File: config.mk
export PLATFORM = sky130hd
export DESIGN_NAME = prx_rx_sequencer
export DESIGN_NICKNAME = d
export VERILOG_FILES = /design/src/rtl/prx_pkg.sv /design/src/rtl/prx_frame_xfer.sv /design/src/rtl/prx_eop_watch.sv /design/src/rtl/prx_seq_ctrl.sv /design/src/rtl/prx_rx_sequencer.sv
export SDC_FILE = /design/constraint.sdc
export NUM_CORES = 1
export LEC_CHECK = 0
export ABC_AREA = 1
export BUFFER_PORTS_ARGS = -buffer_cell sky130_fd_sc_hd__buf_2
export CORE_MARGIN = 2
export CORE_UTILIZATION = 61
export DETAILED_ROUTE_END_ITERATION = 8
export PLACE_DENSITY = 0.95
export SLEW_MARGIN = 20
export SYNTH_ARGS = -nofsm -noshare
export SYNTH_HDL_FRONTEND = slang
export SYNTH_SLANG_ARGS = --single-unit
File: constraint.sdc
create_clock -name clk -period 5 [get_ports clk]
set_clock_uncertainty 0.15 [all_clocks]
set_input_delay 0.25 -clock clk [delete_from_list [all_inputs] [get_ports clk]]
set_output_delay 0.25 -clock clk [all_outputs]
set_load 0.01 [all_outputs]
File: src/rtl/prx_pkg.sv
package prx_pkg;

    localparam int BYTE_W = 8;
    typedef logic [BYTE_W-1:0] byte_t;

    // command codes and register addresses seen by the radio
    localparam byte_t OP_RX_ON   = 8'h34;
    localparam byte_t OP_IDLE    = 8'h36;
    localparam byte_t OP_FLUSH   = 8'h3A;
    localparam byte_t AD_NBYTES  = 8'h3B;
    localparam byte_t AD_FIFO    = 8'h3F;
    localparam byte_t FL_READ    = 8'h80;
    localparam byte_t FL_BURST   = 8'h40;
    localparam byte_t CNT_MASK   = 8'h7F;
    localparam byte_t ST_BYTES   = 8'd2;

    typedef enum logic [3:0] {
        SQ_IDLE, SQ_RXON, SQ_WAIT, SQ_CNT, SQ_LEN, SQ_PAY, SQ_STAT,
        SQ_FLUSH, SQ_ABT_IDLE, SQ_ABT_FLUSH, SQ_FINISH
    } seq_state_e;

    typedef enum logic [1:0] {FX_IDLE, FX_HDR, FX_DATA} fx_state_e;

    typedef struct packed {
        logic  is_frame;
        byte_t hdr;
        byte_t cnt;
    } frame_cmd_t;

    typedef struct packed {
        logic        ok;
        byte_t       len;
        byte_t       rssi;
        logic [6:0]  lqi;
    } rx_result_t;

    function automatic byte_t read_hdr(byte_t addr, logic burst);
        return addr | FL_READ | (burst ? FL_BURST : 8'h00);
    endfunction

    // which frame a sequencer state issues, if any
    function automatic frame_cmd_t frame_of(seq_state_e s, byte_t plen);
        frame_cmd_t f;
        f = '{is_frame: 1'b1, hdr: 8'h00, cnt: 8'h00};
        case (s)
            SQ_RXON:      f.hdr = OP_RX_ON;
            SQ_CNT:       begin f.hdr = read_hdr(AD_NBYTES, 1'b1); f.cnt = 8'd1; end
            SQ_LEN:       begin f.hdr = read_hdr(AD_FIFO, 1'b0);   f.cnt = 8'd1; end
            SQ_PAY:       begin f.hdr = read_hdr(AD_FIFO, 1'b1);   f.cnt = plen; end
            SQ_STAT:      begin f.hdr = read_hdr(AD_FIFO, 1'b1);   f.cnt = ST_BYTES; end
            SQ_FLUSH,
            SQ_ABT_FLUSH: f.hdr = OP_FLUSH;
            SQ_ABT_IDLE:  f.hdr = OP_IDLE;
            default:      f.is_frame = 1'b0;
        endcase
        return f;
    endfunction

endpackage

File: src/rtl/prx_frame_xfer.sv
module prx_frame_xfer
    import prx_pkg::*;
(
    input  logic  clk,
    input  logic  rst,
    input  logic  go,
    input  byte_t hdr,
    input  byte_t cnt,
    output logic  xfer_req,
    output byte_t xfer_tx,
    output logic  xfer_first,
    output logic  xfer_last,
    input  logic  xfer_ack,
    input  byte_t xfer_rx,
    output logic  rx_valid,
    output byte_t rx_data,
    output byte_t rx_idx,
    output logic  fdone
);

    fx_state_e st;
    byte_t     remain;
    byte_t     idx;

    always_ff @(posedge clk) begin
        if (rst) begin
            st         <= FX_IDLE;
            xfer_req   <= 1'b0;
            xfer_tx    <= '0;
            xfer_first <= 1'b0;
            xfer_last  <= 1'b0;
            remain     <= '0;
            idx        <= '0;
            rx_valid   <= 1'b0;
            rx_data    <= '0;
            rx_idx     <= '0;
            fdone      <= 1'b0;
        end else begin
            rx_valid <= 1'b0;
            fdone    <= 1'b0;
            case (st)
                FX_IDLE: begin
                    if (go) begin
                        st         <= FX_HDR;
                        xfer_req   <= 1'b1;
                        xfer_tx    <= hdr;
                        xfer_first <= 1'b1;
                        xfer_last  <= (cnt == '0);
                        remain     <= cnt;
                    end
                end
                FX_HDR: begin
                    if (xfer_ack) begin
                        xfer_first <= 1'b0;
                        if (remain == '0) begin
                            st        <= FX_IDLE;
                            xfer_req  <= 1'b0;
                            xfer_last <= 1'b0;
                            fdone     <= 1'b1;
                        end else begin
                            st        <= FX_DATA;
                            xfer_tx   <= '0;
                            xfer_last <= (remain == 8'd1);
                            idx       <= '0;
                        end
                    end
                end
                FX_DATA: begin
                    if (xfer_ack) begin
                        rx_valid <= 1'b1;
                        rx_data  <= xfer_rx;
                        rx_idx   <= idx;
                        idx      <= idx + 8'd1;
                        remain   <= remain - 8'd1;
                        if (remain == 8'd1) begin
                            st        <= FX_IDLE;
                            xfer_req  <= 1'b0;
                            xfer_last <= 1'b0;
                            fdone     <= 1'b1;
                        end else begin
                            xfer_last <= (remain == 8'd2);
                        end
                    end
                end
                default: st <= FX_IDLE;
            endcase
        end
    end

endmodule

File: src/rtl/prx_eop_watch.sv
module prx_eop_watch #(
    parameter int TIMEOUT_CYC = 4096,
    parameter int SYNC_STAGES = 2
) (
    input  logic clk,
    input  logic rst,
    input  logic en,
    input  logic pin,
    output logic eop,
    output logic tmo
);

    localparam int CW = $clog2(TIMEOUT_CYC + 1);

    logic [SYNC_STAGES-1:0] sync_q;
    logic [CW-1:0]          hi_cnt;
    logic                   pin_s;

    always_ff @(posedge clk) begin
        if (rst) sync_q <= '0;
        else     sync_q <= {sync_q[SYNC_STAGES-2:0], pin};
    end

    assign pin_s = sync_q[SYNC_STAGES-1];

    always_ff @(posedge clk) begin
        if (rst || !en)         hi_cnt <= '0;
        else if (pin_s && !tmo) hi_cnt <= hi_cnt + 1'b1;
    end

    // a low pin wins over an expiring counter
    assign eop = en && !pin_s;
    assign tmo = en && pin_s && (hi_cnt == CW'(TIMEOUT_CYC - 1));

endmodule

File: src/rtl/prx_seq_ctrl.sv
module prx_seq_ctrl
    import prx_pkg::*;
(
    input  logic       clk,
    input  logic       rst,
    input  logic       start,
    input  byte_t      max_len,
    input  logic       eop,
    input  logic       tmo,
    input  logic       f_done,
    input  logic       f_rx_valid,
    input  byte_t      f_rx_data,
    input  byte_t      f_rx_idx,
    output logic       wait_en,
    output logic       f_go,
    output byte_t      f_hdr,
    output byte_t      f_cnt,
    output logic       pay_valid,
    output byte_t      pay_data,
    output logic       done,
    output rx_result_t result
);

    seq_state_e st, st_n;
    logic       launched;
    byte_t      max_q;
    frame_cmd_t fc;

    assign fc    = frame_of(st, result.len);
    assign f_go  = fc.is_frame && !launched;
    assign f_hdr = fc.hdr;
    assign f_cnt = fc.cnt;

    always_comb begin
        st_n = st;
        case (st)
            SQ_IDLE:      if (start) st_n = SQ_RXON;
            SQ_RXON:      if (f_done) st_n = SQ_WAIT;
            SQ_WAIT:      if (tmo) st_n = SQ_ABT_IDLE;
                          else if (eop) st_n = SQ_CNT;
            SQ_CNT:       if (f_done) st_n = ((f_rx_data & CNT_MASK) == '0) ? SQ_FINISH : SQ_LEN;
            SQ_LEN:       if (f_done) st_n = (f_rx_data <= max_q) ? SQ_PAY : SQ_FLUSH;
            SQ_PAY:       if (f_done) st_n = SQ_STAT;
            SQ_STAT:      if (f_done) st_n = SQ_FLUSH;
            SQ_FLUSH:     if (f_done) st_n = SQ_FINISH;
            SQ_ABT_IDLE:  if (f_done) st_n = SQ_ABT_FLUSH;
            SQ_ABT_FLUSH: if (f_done) st_n = SQ_FINISH;
            SQ_FINISH:    st_n = SQ_IDLE;
            default:      st_n = SQ_IDLE;
        endcase
    end

    always_ff @(posedge clk) begin
        if (rst) begin
            st       <= SQ_IDLE;
            launched <= 1'b0;
            max_q    <= '0;
            result   <= '0;
        end else begin
            st       <= st_n;
            launched <= (st_n != st) ? 1'b0 : (launched | f_go);
            if (st == SQ_IDLE && start) begin
                max_q  <= max_len;
                result <= '0;
            end
            if (st == SQ_LEN && f_rx_valid) result.len <= f_rx_data;
            if (st == SQ_STAT && f_rx_valid) begin
                if (f_rx_idx == '0) begin
                    result.rssi <= f_rx_data;
                end else begin
                    result.lqi <= f_rx_data[6:0];
                    result.ok  <= f_rx_data[7];
                end
            end
        end
    end

    assign wait_en   = (st == SQ_WAIT);
    assign pay_valid = f_rx_valid && (st == SQ_PAY);
    assign pay_data  = f_rx_data;
    assign done      = (st == SQ_FINISH);

endmodule

File: src/rtl/prx_rx_sequencer.sv
module prx_rx_sequencer
    import prx_pkg::*;
#(
    parameter int TIMEOUT_CYC = 4096,
    parameter int SYNC_STAGES = 2
) (
    input  logic       clk,
    input  logic       rst,
    input  logic       start,
    input  logic [7:0] max_len,
    input  logic       pkt_pin,
    output logic       xfer_req,
    output logic [7:0] xfer_tx,
    output logic       xfer_first,
    output logic       xfer_last,
    input  logic       xfer_ack,
    input  logic [7:0] xfer_rx,
    output logic       pay_valid,
    output logic [7:0] pay_data,
    output logic       done,
    output logic       res_ok,
    output logic [7:0] res_len,
    output logic [7:0] res_rssi,
    output logic [6:0] res_lqi
);

    logic       wait_en, eop, tmo;
    logic       f_go, f_done, f_rx_valid;
    byte_t      f_hdr, f_cnt, f_rx_data, f_rx_idx;
    rx_result_t result;

    prx_eop_watch #(
        .TIMEOUT_CYC (TIMEOUT_CYC),
        .SYNC_STAGES (SYNC_STAGES)
    ) u_eop (
        .clk (clk),
        .rst (rst),
        .en  (wait_en),
        .pin (pkt_pin),
        .eop (eop),
        .tmo (tmo)
    );

    prx_frame_xfer u_fx (
        .clk        (clk),
        .rst        (rst),
        .go         (f_go),
        .hdr        (f_hdr),
        .cnt        (f_cnt),
        .xfer_req   (xfer_req),
        .xfer_tx    (xfer_tx),
        .xfer_first (xfer_first),
        .xfer_last  (xfer_last),
        .xfer_ack   (xfer_ack),
        .xfer_rx    (xfer_rx),
        .rx_valid   (f_rx_valid),
        .rx_data    (f_rx_data),
        .rx_idx     (f_rx_idx),
        .fdone      (f_done)
    );

    prx_seq_ctrl u_ctrl (
        .clk        (clk),
        .rst        (rst),
        .start      (start),
        .max_len    (max_len),
        .eop        (eop),
        .tmo        (tmo),
        .f_done     (f_done),
        .f_rx_valid (f_rx_valid),
        .f_rx_data  (f_rx_data),
        .f_rx_idx   (f_rx_idx),
        .wait_en    (wait_en),
        .f_go       (f_go),
        .f_hdr      (f_hdr),
        .f_cnt      (f_cnt),
        .pay_valid  (pay_valid),
        .pay_data   (pay_data),
        .done       (done),
        .result     (result)
    );

    assign res_ok   = result.ok;
    assign res_len  = result.len;
    assign res_rssi = result.rssi;
    assign res_lqi  = result.lqi;

endmodule

### Word-level counts from Yosys, hierarchy flattened

Cells that the tools add are included.

* logic and storage cells: 145
* bits in registers: 99
* output and inout bits: 45

* muxes and demuxes: 58
* reduce and logical (&&, ||, !) cells: 39
* bitwise operators: 2
* equality and inequality tests: 22
* add/sub/neg operators: 3
* $lt $le $gt $ge: 1

Operator list (number)
* 8-bit two-way mux: 8
* 8-bit case mux with 2 select lines: 3
* 8-bit case mux with 6 select lines: 1
* 4-bit two-way mux: 11
* 4-bit case mux with 9 select lines: 1
* 8-bit zero test: 4
* 24-bit two-way mux: 1
* 8-bit case mux with 3 select lines: 1
* 1-bit two-way mux: 19
* 4-bit by 3-bit equality test with 1-bit output, second input constant: 4
* 4-bit AND reduction: 4
* 15-bit two-way mux: 1
* 13-bit by 1-bit adder with 13-bit output, second input constant: 1
* 13-bit by 12-bit equality test with 1-bit output, second input constant: 1
* 4-bit equality test, second input constant: 3
* 2-bit two-way mux: 6
* 2-bit OR reduction: 5
* 1-bit logical AND: 9
* 8-bit by 1-bit adder with 8-bit output, second input constant: 1
* 4-bit by 2-bit equality test with 1-bit output, second input constant: 2
* 8-bit by 1-bit equality test with 1-bit output, second input constant: 1
* 8-bit by 2-bit equality test with 1-bit output, second input constant: 1
* 8-bit less-or-equal comparator: 1
* 2-bit nonzero test: 4
* 22 further kinds: 32

### Logic depth before layout (Yosys ltp)

Gate-level depths: netlist of the first run.

* depth after elaboration: 7
* depth in mapped cells: 12
* mapped depth without buffers: 11

### Cells and area by module

A second synthesis of the first run with hierarchy kept.

* cell total of the unflattened synthesis: 759
* area total of the unflattened synthesis: 5228.8 um2

Modules (own cells, without submodules)
* prx_frame_xfer: instances 1, cells an instance 322, area each 2307.2 um2
* prx_seq_ctrl: instances 1, cells an instance 300, area each 2040.7 um2
* prx_eop_watch: instances 1, cells an instance 137, area each 880.8 um2

### Worst setup path before layout of the first run

Ideal clock, no wire load.

* kind: flip-flop to flip-flop
* start: reg u_fx.st[0]
* end: reg u_fx.remain[0]
* path buffers: 1
* setup slack: 3.217 ns
* stages on the path, launching flop included: 12
* required time: 4.728 ns
* arrival time: 1.511 ns
* path through: dfxtp_1 inv_1 ha_1 buf_2 nand2_1 inv_1 a21oi_1 inv_1 nand2_2 inv_2 o21ai_0 a21oi_1

* cells in the longest elaborated chain, start to end: 3

RTL lines
* from (decl): line prx_frame_xfer.sv:21 `fx_state_e st;`
* from (signal assigned): line prx_frame_xfer.sv:27 `st <= FX_IDLE;`
* from (signal assigned): line prx_frame_xfer.sv:44 `st <= FX_HDR;`
* from (signal assigned): line prx_frame_xfer.sv:56 `st <= FX_IDLE;`
* 2-bit equality test or 2-bit zero test (tied branches): line prx_frame_xfer.sv:41 `case (st)`
* 2-bit != test (no line), or another cell as far along
* 3-bit AND reduction (no line)
* to (signal assigned): line prx_frame_xfer.sv:49 `remain <= cnt;`
* to (signal assigned): line prx_frame_xfer.sv:74 `remain <= remain - 8'd1;`
* to (decl): line prx_frame_xfer.sv:22 `byte_t remain;`

Parallel ways exist; a longest one is shown, timed or not.
A chain may end at the register's enable or synchronous reset.

### Worst setup path after layout of the first run

* start: reg u_fx.st[0]
* end: reg u_fx.remain[3]

The elaborated chain is that of the path after synthesis.

==> results.sh, run 1 <==
export IMPL_status="completed"
export IMPL_synth_fp_nets=751
export IMPL_area_growth_syn_to_layout_pct=12.6
export IMPL_p_leak_nw=2.43
export IMPL_final_antenna_net_count=0
export IMPL_instances_no_fill=880
export IMPL_cp_arrival_ns=2.96
export IMPL_gp_congestion=0.978
export IMPL_dp_hpwl_um=8930
export IMPL_numCtsBuffers=9
export IMPL_nNetsFinal=811
export IMPL_syn_avg_cell_area_um2=6.79
export IMPL_cts_max_path_buffers=2
export IMPL_grt_pass1_wl_um=20400
export IMPL_grtUsageTotal=0.292
export IMPL_power_density_nw_per_um2=368
export IMPL_setup_viol=0
export IMPL_synth_warnings=0
export IMPL_drc=0
export IMPL_die_w_um=93.1
export IMPL_vias=4992
export IMPL_rsz0062_at_grt="no"
export IMPL_synthFlopType="dfxtp_1"
export IMPL_gr_total_overflow=0
export IMPL_cap_violations=0
export IMPL_finalMaxSlewViolations=0
export IMPL_dr_pass1_iters=5
export IMPL_fin_setup_tns_ns=0
export IMPL_grt_pass1_vias=4485
export IMPL_layout_commonest_cell="nand2_1"
export IMPL_grt_antenna_before_repair=0
export IMPL_nFillCells=640
export IMPL_die_area_um2=8670
export IMPL_clkPwrFrac=0.250
export IMPL_switchingPower_mw=0.782
export IMPL_finalHoldViolCount=0
export IMPL_synthCells=713
export IMPL_seqCellArea_um2=1940
export IMPL_worst_pin_slew_ns=0.800
export IMPL_ys_types=36
export IMPL_layout_min_cycle_time_ns=2.82
export IMPL_final_util=0.706
export IMPL_cts_tree="done"
export IMPL_netlist_area_um2=4840
export IMPL_path_clk_slew_ns=0.10
export IMPL_postSynth_asyncResetShare=0
export IMPL_fmax_mhz=355
export IMPL_internal_power_mw=1.23
export IMPL_design_power_total_mw=2.01
export IMPL_cp_required_ns=5.14
export IMPL_crit_path_max_fanout=25
export IMPL_insertion_delay_ns=0.38
export IMPL_drive_above_1_share=0.135
export IMPL_die_h_um=93.1
export IMPL_vias_per_cell=5.67
export IMPL_wl_per_cell_um=14.0
export IMPL_ir_worst_vdd_mv=0.280
export IMPL_hp_class="in -> reg"
export IMPL_synth_edff_count=0
export IMPL_worstSetupStartpointType="register"
export IMPL_seq_area_frac_synth=0.401
export IMPL_ioPinCount=66
export IMPL_final_cell_mix="nand2_1 (165), dfxtp_1 (97), inv_1 (82), nor2_1 (78), a21oi_1 (73)"
export IMPL_wirelength_um=12300
export IMPL_rows=32
export IMPL_floorplan_initialDensity=0.627
export IMPL_end_kind="register"
export IMPL_dp_cells=857
export IMPL_max_slew_margin_rel=0.466
export IMPL_multiInputGateArea_um2=2450
export IMPL_combPwrFrac=0.304
export IMPL_htree_levels=3
export IMPL_cts_root_buf="clkbuf_8"
export IMPL_antenna_diode_count=0
export IMPL_fin_crit_sh=0.564
export IMPL_path_class="reg -> reg"
export IMPL_ys_ff_latch=97
export IMPL_cts_setup_buffers=0
export IMPL_grt_max_degree=55
export IMPL_p_seq_frac=0.446
export IMPL_core_area_um2=7730
export IMPL_p_sw_frac=0.389
export IMPL_drt_iter0_markers=366
export IMPL_port_buffers=65
export IMPL_cts_sink_count=97
[final timing paths]
kind,startpoint,to,slack (ns),cells after the start
setup / recovery,u_fx.st[0],u_fx.remain[3],2.18,10
hold / removal,max_len[7],u_ctrl.max_q[7],0.01,3
setup reg to reg,u_fx.st[0],u_fx.remain[3],2.18,10
hold reg to reg,u_eop.sync_q[0],u_eop.sync_q[1],0.26,2
[worst max-delay path: stages (launching register included)]
cell and delay, ns:
dfxtp_1 0.35, inv_1 0.10, ha_1 0.48, nand2_1 0.59, inv_1 0.36, a21oi_1 0.07
inv_1 0.09, nand2_2 0.11, inv_2 0.16, nand3_1 0.11, a21oi_1 0.17
[layout make-up]
cell class	instances	area share
clock buffers	9	0.0227
clock inverters	7	0.0128
inverters	91	0.0626
multi-input cells	502	0.450
flip-flops and latches	97	0.356
well taps	102	0.0234
repair buffers	72	0.0725
[metrics by stage]
step | hold WS [ns] | setup slack (ns) | cell area [um2]
after CTS | 0.00943 | 2.23 | 5450
after global routing | 0.0348 | 1.88 | 5460
final | 0.0149 | 2.18 | 5460
after global placement | 0.242 | 2.44 | 5190
after detailed placement | 0.245 | 2.32 | 5190
after floorplan | 0.184 | 3.22 | 4840
[what timing repair did]
action	in CTS	in global routing
hold buffers	7	0
hold endpoints to repair	7	0
gates resized for setup	0	0
setup endpoints to repair	0	0
[cell families (layout without fill, tap and decap cells)]
kind of cell	Yosys count	after routing	share of synthesized area
AND/OR/NAND/NOR	321	321	0.279
AO/OA/AOI/OAI	158	158	0.172
buffers and inverters	114	179	0.0935
flip-flops	97	97	0.401
adder cells (fa/ha/maj)	17	17	0.0439
XOR/XNOR	6	6	0.0108
[cell usage after synthesis (4+ instances only)]
| cell | n | area (um2) |
|---|---|---|
| ha_1 | 17 | 213 |
| inv_2 | 9 | 33.8 |
| nor2_1 | 78 | 293 |
| nor3_1 | 7 | 35.0 |
| nand2_1 | 165 | 619 |
| o21ai_1 | 13 | 65.1 |
| nand4_1 | 6 | 37.5 |
| buf_2 | 5 | 25.0 |
| nand3_1 | 50 | 250 |
| nand2_2 | 4 | 25.0 |
| inv_1 | 82 | 308 |
| nor2_2 | 4 | 25.0 |
| dfxtp_1 | 97 | 1940 |
| a21oi_1 | 73 | 365 |
| clkbuf_1 | 13 | 48.8 |
| o22ai_1 | 6 | 37.5 |
| o21ai_0 | 54 | 270 |
[per-layer routing]
layer	vias up	GRT usage	wire length (um)
met5	-	0	0
met4	0	0.118	344
met3	36	0.0419	990
met2	233	0.487	5780
met1	2290	0.382	5190
li1	2433	-	-
[power by group through the flow]
| stage | Combinational [mW] | Clock [mW] | Sequential [mW] |
|---|---|---|---|
| floorplan | 0.440 | 0 | 0.903 |
| global placement | 0.571 | 0 | 0.906 |
| finish | 0.611 | 0.502 | 0.895 |
| CTS | 0.599 | 0.501 | 0.893 |
| global route | 0.691 | 0.528 | 0.901 |
| detailed placement | 0.589 | 0 | 0.909 |
[sequential cells by signal (all words and copies together), names as in the netlist]
name,count
u_ctrl.st,4
u_fx.fdone,1
u_fx.rx_data,8
u_fx.idx,8
u_fx.st,2
u_eop.sync_q,2
u_ctrl.max_q,8
u_eop.hi_cnt,13
u_fx.rx_valid,1
u_ctrl.launched,1
u_ctrl.result,24
u_fx.xfer_first,1
u_fx.rx_idx,8
u_fx.xfer_req,1
u_fx.xfer_last,1
u_fx.xfer_tx,6
u_fx.remain,8
(Power assumes the default switching activity.)
==> run 2, diff against run 1 <==
--- a/config.mk
+++ b/config.mk
@@ -5,12 +5,12 @@
 export SDC_FILE = /design/constraint.sdc
 export NUM_CORES = 1
 export LEC_CHECK = 0
-export ABC_AREA = 1
+export ABC_AREA = 0
 export BUFFER_PORTS_ARGS = -buffer_cell sky130_fd_sc_hd__buf_2
 export CORE_MARGIN = 2
-export CORE_UTILIZATION = 61
+export CORE_UTILIZATION = 57
 export DETAILED_ROUTE_END_ITERATION = 8
-export PLACE_DENSITY = 0.95
+export PLACE_DENSITY = 0.9
 export SLEW_MARGIN = 20
 export SYNTH_ARGS = -nofsm -noshare
 export SYNTH_HDL_FRONTEND = slang
==> constraint.sdc (replaced) <==
create_clock -name clk -period 2.83 [get_ports clk]
set_clock_uncertainty 0.15 [all_clocks]
set_input_delay 0.1415 -clock clk [delete_from_list [all_inputs] [get_ports clk]]
set_output_delay 0.1415 -clock clk [all_outputs]
set_load 0.01 [all_outputs]
==> results.sh, run 2 <==
export IMPL_fin_setup_tns_ns=0
export IMPL_htree_levels=3
export IMPL_rr_endpoint="u_eop.hi_cnt[7]"
export IMPL_cap_violations=0
export IMPL_drive_above_1_share=0.166
export IMPL_vias=4619
export IMPL_cts_sink_count=97
export IMPL_worst_pin_slew_ns=0.769
export IMPL_r2r_slack_ns=0.39
export IMPL_gp_congestion=0.934
export IMPL_grt_pass1_wl_um=19700
export IMPL_p_seq_frac=0.458
export IMPL_combPwrFrac=0.264
export IMPL_nNetsFinal=701
export IMPL_hold_slack_ns=0.117
export IMPL_grt_max_degree=33
export IMPL_die_area_um2=9050
export IMPL_ioPinCount=66
export IMPL_power_density_nw_per_um2=594
export IMPL_yosys_area_share_adder=0.0449
export IMPL_ys_ff_latch=97
export IMPL_dr_pass1_iters=5
export IMPL_layout_min_cycle_time_ns=2.44
export IMPL_crit_path_max_fanout=21
export IMPL_synthCells=589
export IMPL_worstSetupStartpointType="register"
export IMPL_setup_viol=0
export IMPL_fmax_mhz=410
export IMPL_layout_commonest_cell="dfxtp_1"
export IMPL_synth_area_top_cells="dfxtp_1 (41%), a21oi_1 (7.1%), nand2_1 (6.9%), ha_1 (4.5%), nor2_1 (4.4%)"
export IMPL_insertion_delay_ns=0.37
export IMPL_clkPwrFrac=0.278
export IMPL_synth_xor_area_share=0.0241
export IMPL_whs_path_depth=2
export IMPL_area_growth_syn_to_layout_pct=16.9
export IMPL_cts_setup_buffers=0
export IMPL_largestRegisters="u_ctrl.result: 24 flops, u_eop.hi_cnt: 13 flops"
export IMPL_finalHoldViolCount=0
export IMPL_die_h_um=95.1
export IMPL_drt_iter0_markers=378
export IMPL_ff2ff_path_depth=5
export IMPL_dp_cells=739
export IMPL_end_kind="register"
export IMPL_cts_max_path_buffers=2
export IMPL_synth_top_family_by_area="simple AND/OR/NAND/NOR gates"
export IMPL_postSynth_asyncResetShare=0
export IMPL_final_antenna_net_count=0
export IMPL_grtUsageTotal=0.276
export IMPL_synth_warnings=0
export IMPL_drc=0
export IMPL_p_leak_nw=2.23
export IMPL_crit_reg2reg_launch="u_ctrl.st[0]"
export IMPL_syn_avg_cell_area_um2=8.04
export IMPL_vias_per_cell=5.98
export IMPL_final_cell_mix="dfxtp_1 (97), nand2_1 (87), a21oi_1 (67), buf_2 (65), nor2_1 (56)"
export IMPL_floorplan_initialDensity=0.582
export IMPL_min_to="u_eop.sync_q[0]"
export IMPL_synth_simple_area_share=0.266
export IMPL_path_class="reg -> reg"
export IMPL_instances_no_fill=773
export IMPL_antenna_diode_count=0
export IMPL_synthFlopType="dfxtp_1"
export IMPL_fin_area_um2=5530
export IMPL_cp_arrival_ns=2.60
export IMPL_max_flop_register="u_ctrl.result"
export IMPL_cp_required_ns=2.99
export IMPL_synth_common_cells="dfxtp_1 (97), nand2_1 (87), a21oi_1 (67)"
export IMPL_synth_most_common_cell="dfxtp_1"
export IMPL_fin_crit_sh=0.862
export IMPL_path_clk_slew_ns=0.09
export IMPL_rows=33
export IMPL_cts_root_buf="clkbuf_8"
export IMPL_synthMuxAreaShare=0.0130
export IMPL_status="completed"
export IMPL_grt_antenna_before_repair=0
export IMPL_synth_edff_count=0
export IMPL_synth_fp_nets=627
export IMPL_ctsResizeCount=0
export IMPL_synth_top_area_frac=0.410
export IMPL_core_area_um2=8130
export IMPL_finalMaxSlewViolations=0
export IMPL_cts_tree="done"
export IMPL_wl_per_cell_um=15.8
export IMPL_hp_class="in -> reg"
export IMPL_grt_pass1_vias=4248
export IMPL_internal_power_mw=2.19
export IMPL_post_dp_cell_area_um2=5160
export IMPL_rsz0062_at_grt="no"
export IMPL_port_buffers=65
export IMPL_yosysTopAreaCell="dfxtp_1"
export IMPL_switchingPower_mw=1.10
export IMPL_synth_compound_area_frac=0.193
export IMPL_hold_start="rst"
export IMPL_wirelength_um=12200
export IMPL_gr_total_overflow=0
export IMPL_p_sw_frac=0.334
export IMPL_max_slew_margin_rel=0.482
export IMPL_netlist_area_um2=4730
export IMPL_ir_worst_vdd_mv=0.278
export IMPL_numCtsBuffers=9
export IMPL_seq_area_frac_synth=0.410
export IMPL_dp_hpwl_um=8420
export IMPL_die_w_um=95.1
export IMPL_largest_reg_flops=24
export IMPL_ys_types=61
-- run 2: cell types whose count changed after synthesis, moves of 7 or more --
cell | before | now
a22oi_1 | 3 | 10
clkbuf_1 | 13 | 30
inv_1 | 82 | 24
inv_2 | 9 | 1
nand2_1 | 165 | 87
nand2b_1 | 0 | 12
nand3_1 | 50 | 26
nor2_1 | 78 | 56
nor4_1 | 0 | 7
o21ai_0 | 54 | 13
o21ai_1 | 13 | 0
xnor2_1 | 3 | 10
-- run 2: how the worst max path moves through the flow --
stage                       from               to  depth (start not counted)
detailed placement  u_ctrl.st[0]  u_eop.hi_cnt[7]                          5
finish              u_ctrl.st[0]  u_eop.hi_cnt[7]                          5
global placement    u_ctrl.st[0]  u_eop.hi_cnt[7]                          5
CTS                 u_ctrl.st[0]  u_eop.hi_cnt[7]                          5
global route        u_ctrl.st[0]  u_eop.hi_cnt[7]                          5
floorplan           u_ctrl.st[2]  u_eop.hi_cnt[2]                          5
-- run 2: cells by family (layout without fill, tap and decap cells) --
logic type,count (synthesis),after routing
simple gates,254,254
compound gates,143,143
flops,97,97
buf+inv,59,138
fa+ha+maj,17,17
xor+xnor,13,13
mux,6,6
-- run 2: area by class of cell --
cell class	count	area (um2)
sequential	97	1940
inverter	25	93.8
clock buffer	10	128
tap	105	131
fill	629	2600
timing repair buffer	97	611
clock inverter	6	67.6
multi-input combinational	433	2560
-- run 2: layer usage --
layer  routed length, um  vias up  global-route usage  share of wire
met5                   0        -                   0              0
met4                 417        0               0.130          0.034
met3                 706       40              0.0443          0.058
met2                5930      181               0.469           0.49
met1                5130     2176               0.340           0.42
li1                    -     2222                   -              -
-- run 2: timing repair --
action | in CTS | in global routing
hold buffers | 18 | 0
endpoints found under the hold margin | 18 | 0
setup endpoints to repair | 0 | 0
-- run 2: critical path, cell delays in order (launching register included) --
cell and delay, ns:
dfxtp_1 0.52, or4b_4 0.64, nor4_4 0.54, a21oi_1 0.22, nand4_1 0.15, mux2i_1 0.17
-- run 2: through the flow --
step                      power, mW  setup slack, ns  utilization
after global routing           3.45            0.207        0.680
after floorplan                2.15            0.783            -
after global placement         2.33            0.488        0.634
after detailed placement       2.36            0.410        0.634
after CTS                      3.28            0.386        0.680
final                          3.29            0.390        0.680
-- run 2: power groups by stage --
stage	clock network (mW)	logic (mW)	registers, mW
3_3_place_gp	0	0.800	1.53
5_1_grt	0.979	0.960	1.51
4_1_cts	0.924	0.853	1.50
3_5_place_dp	0	0.826	1.53
2_1_floorplan	0	0.619	1.53
6_report	0.915	0.869	1.50
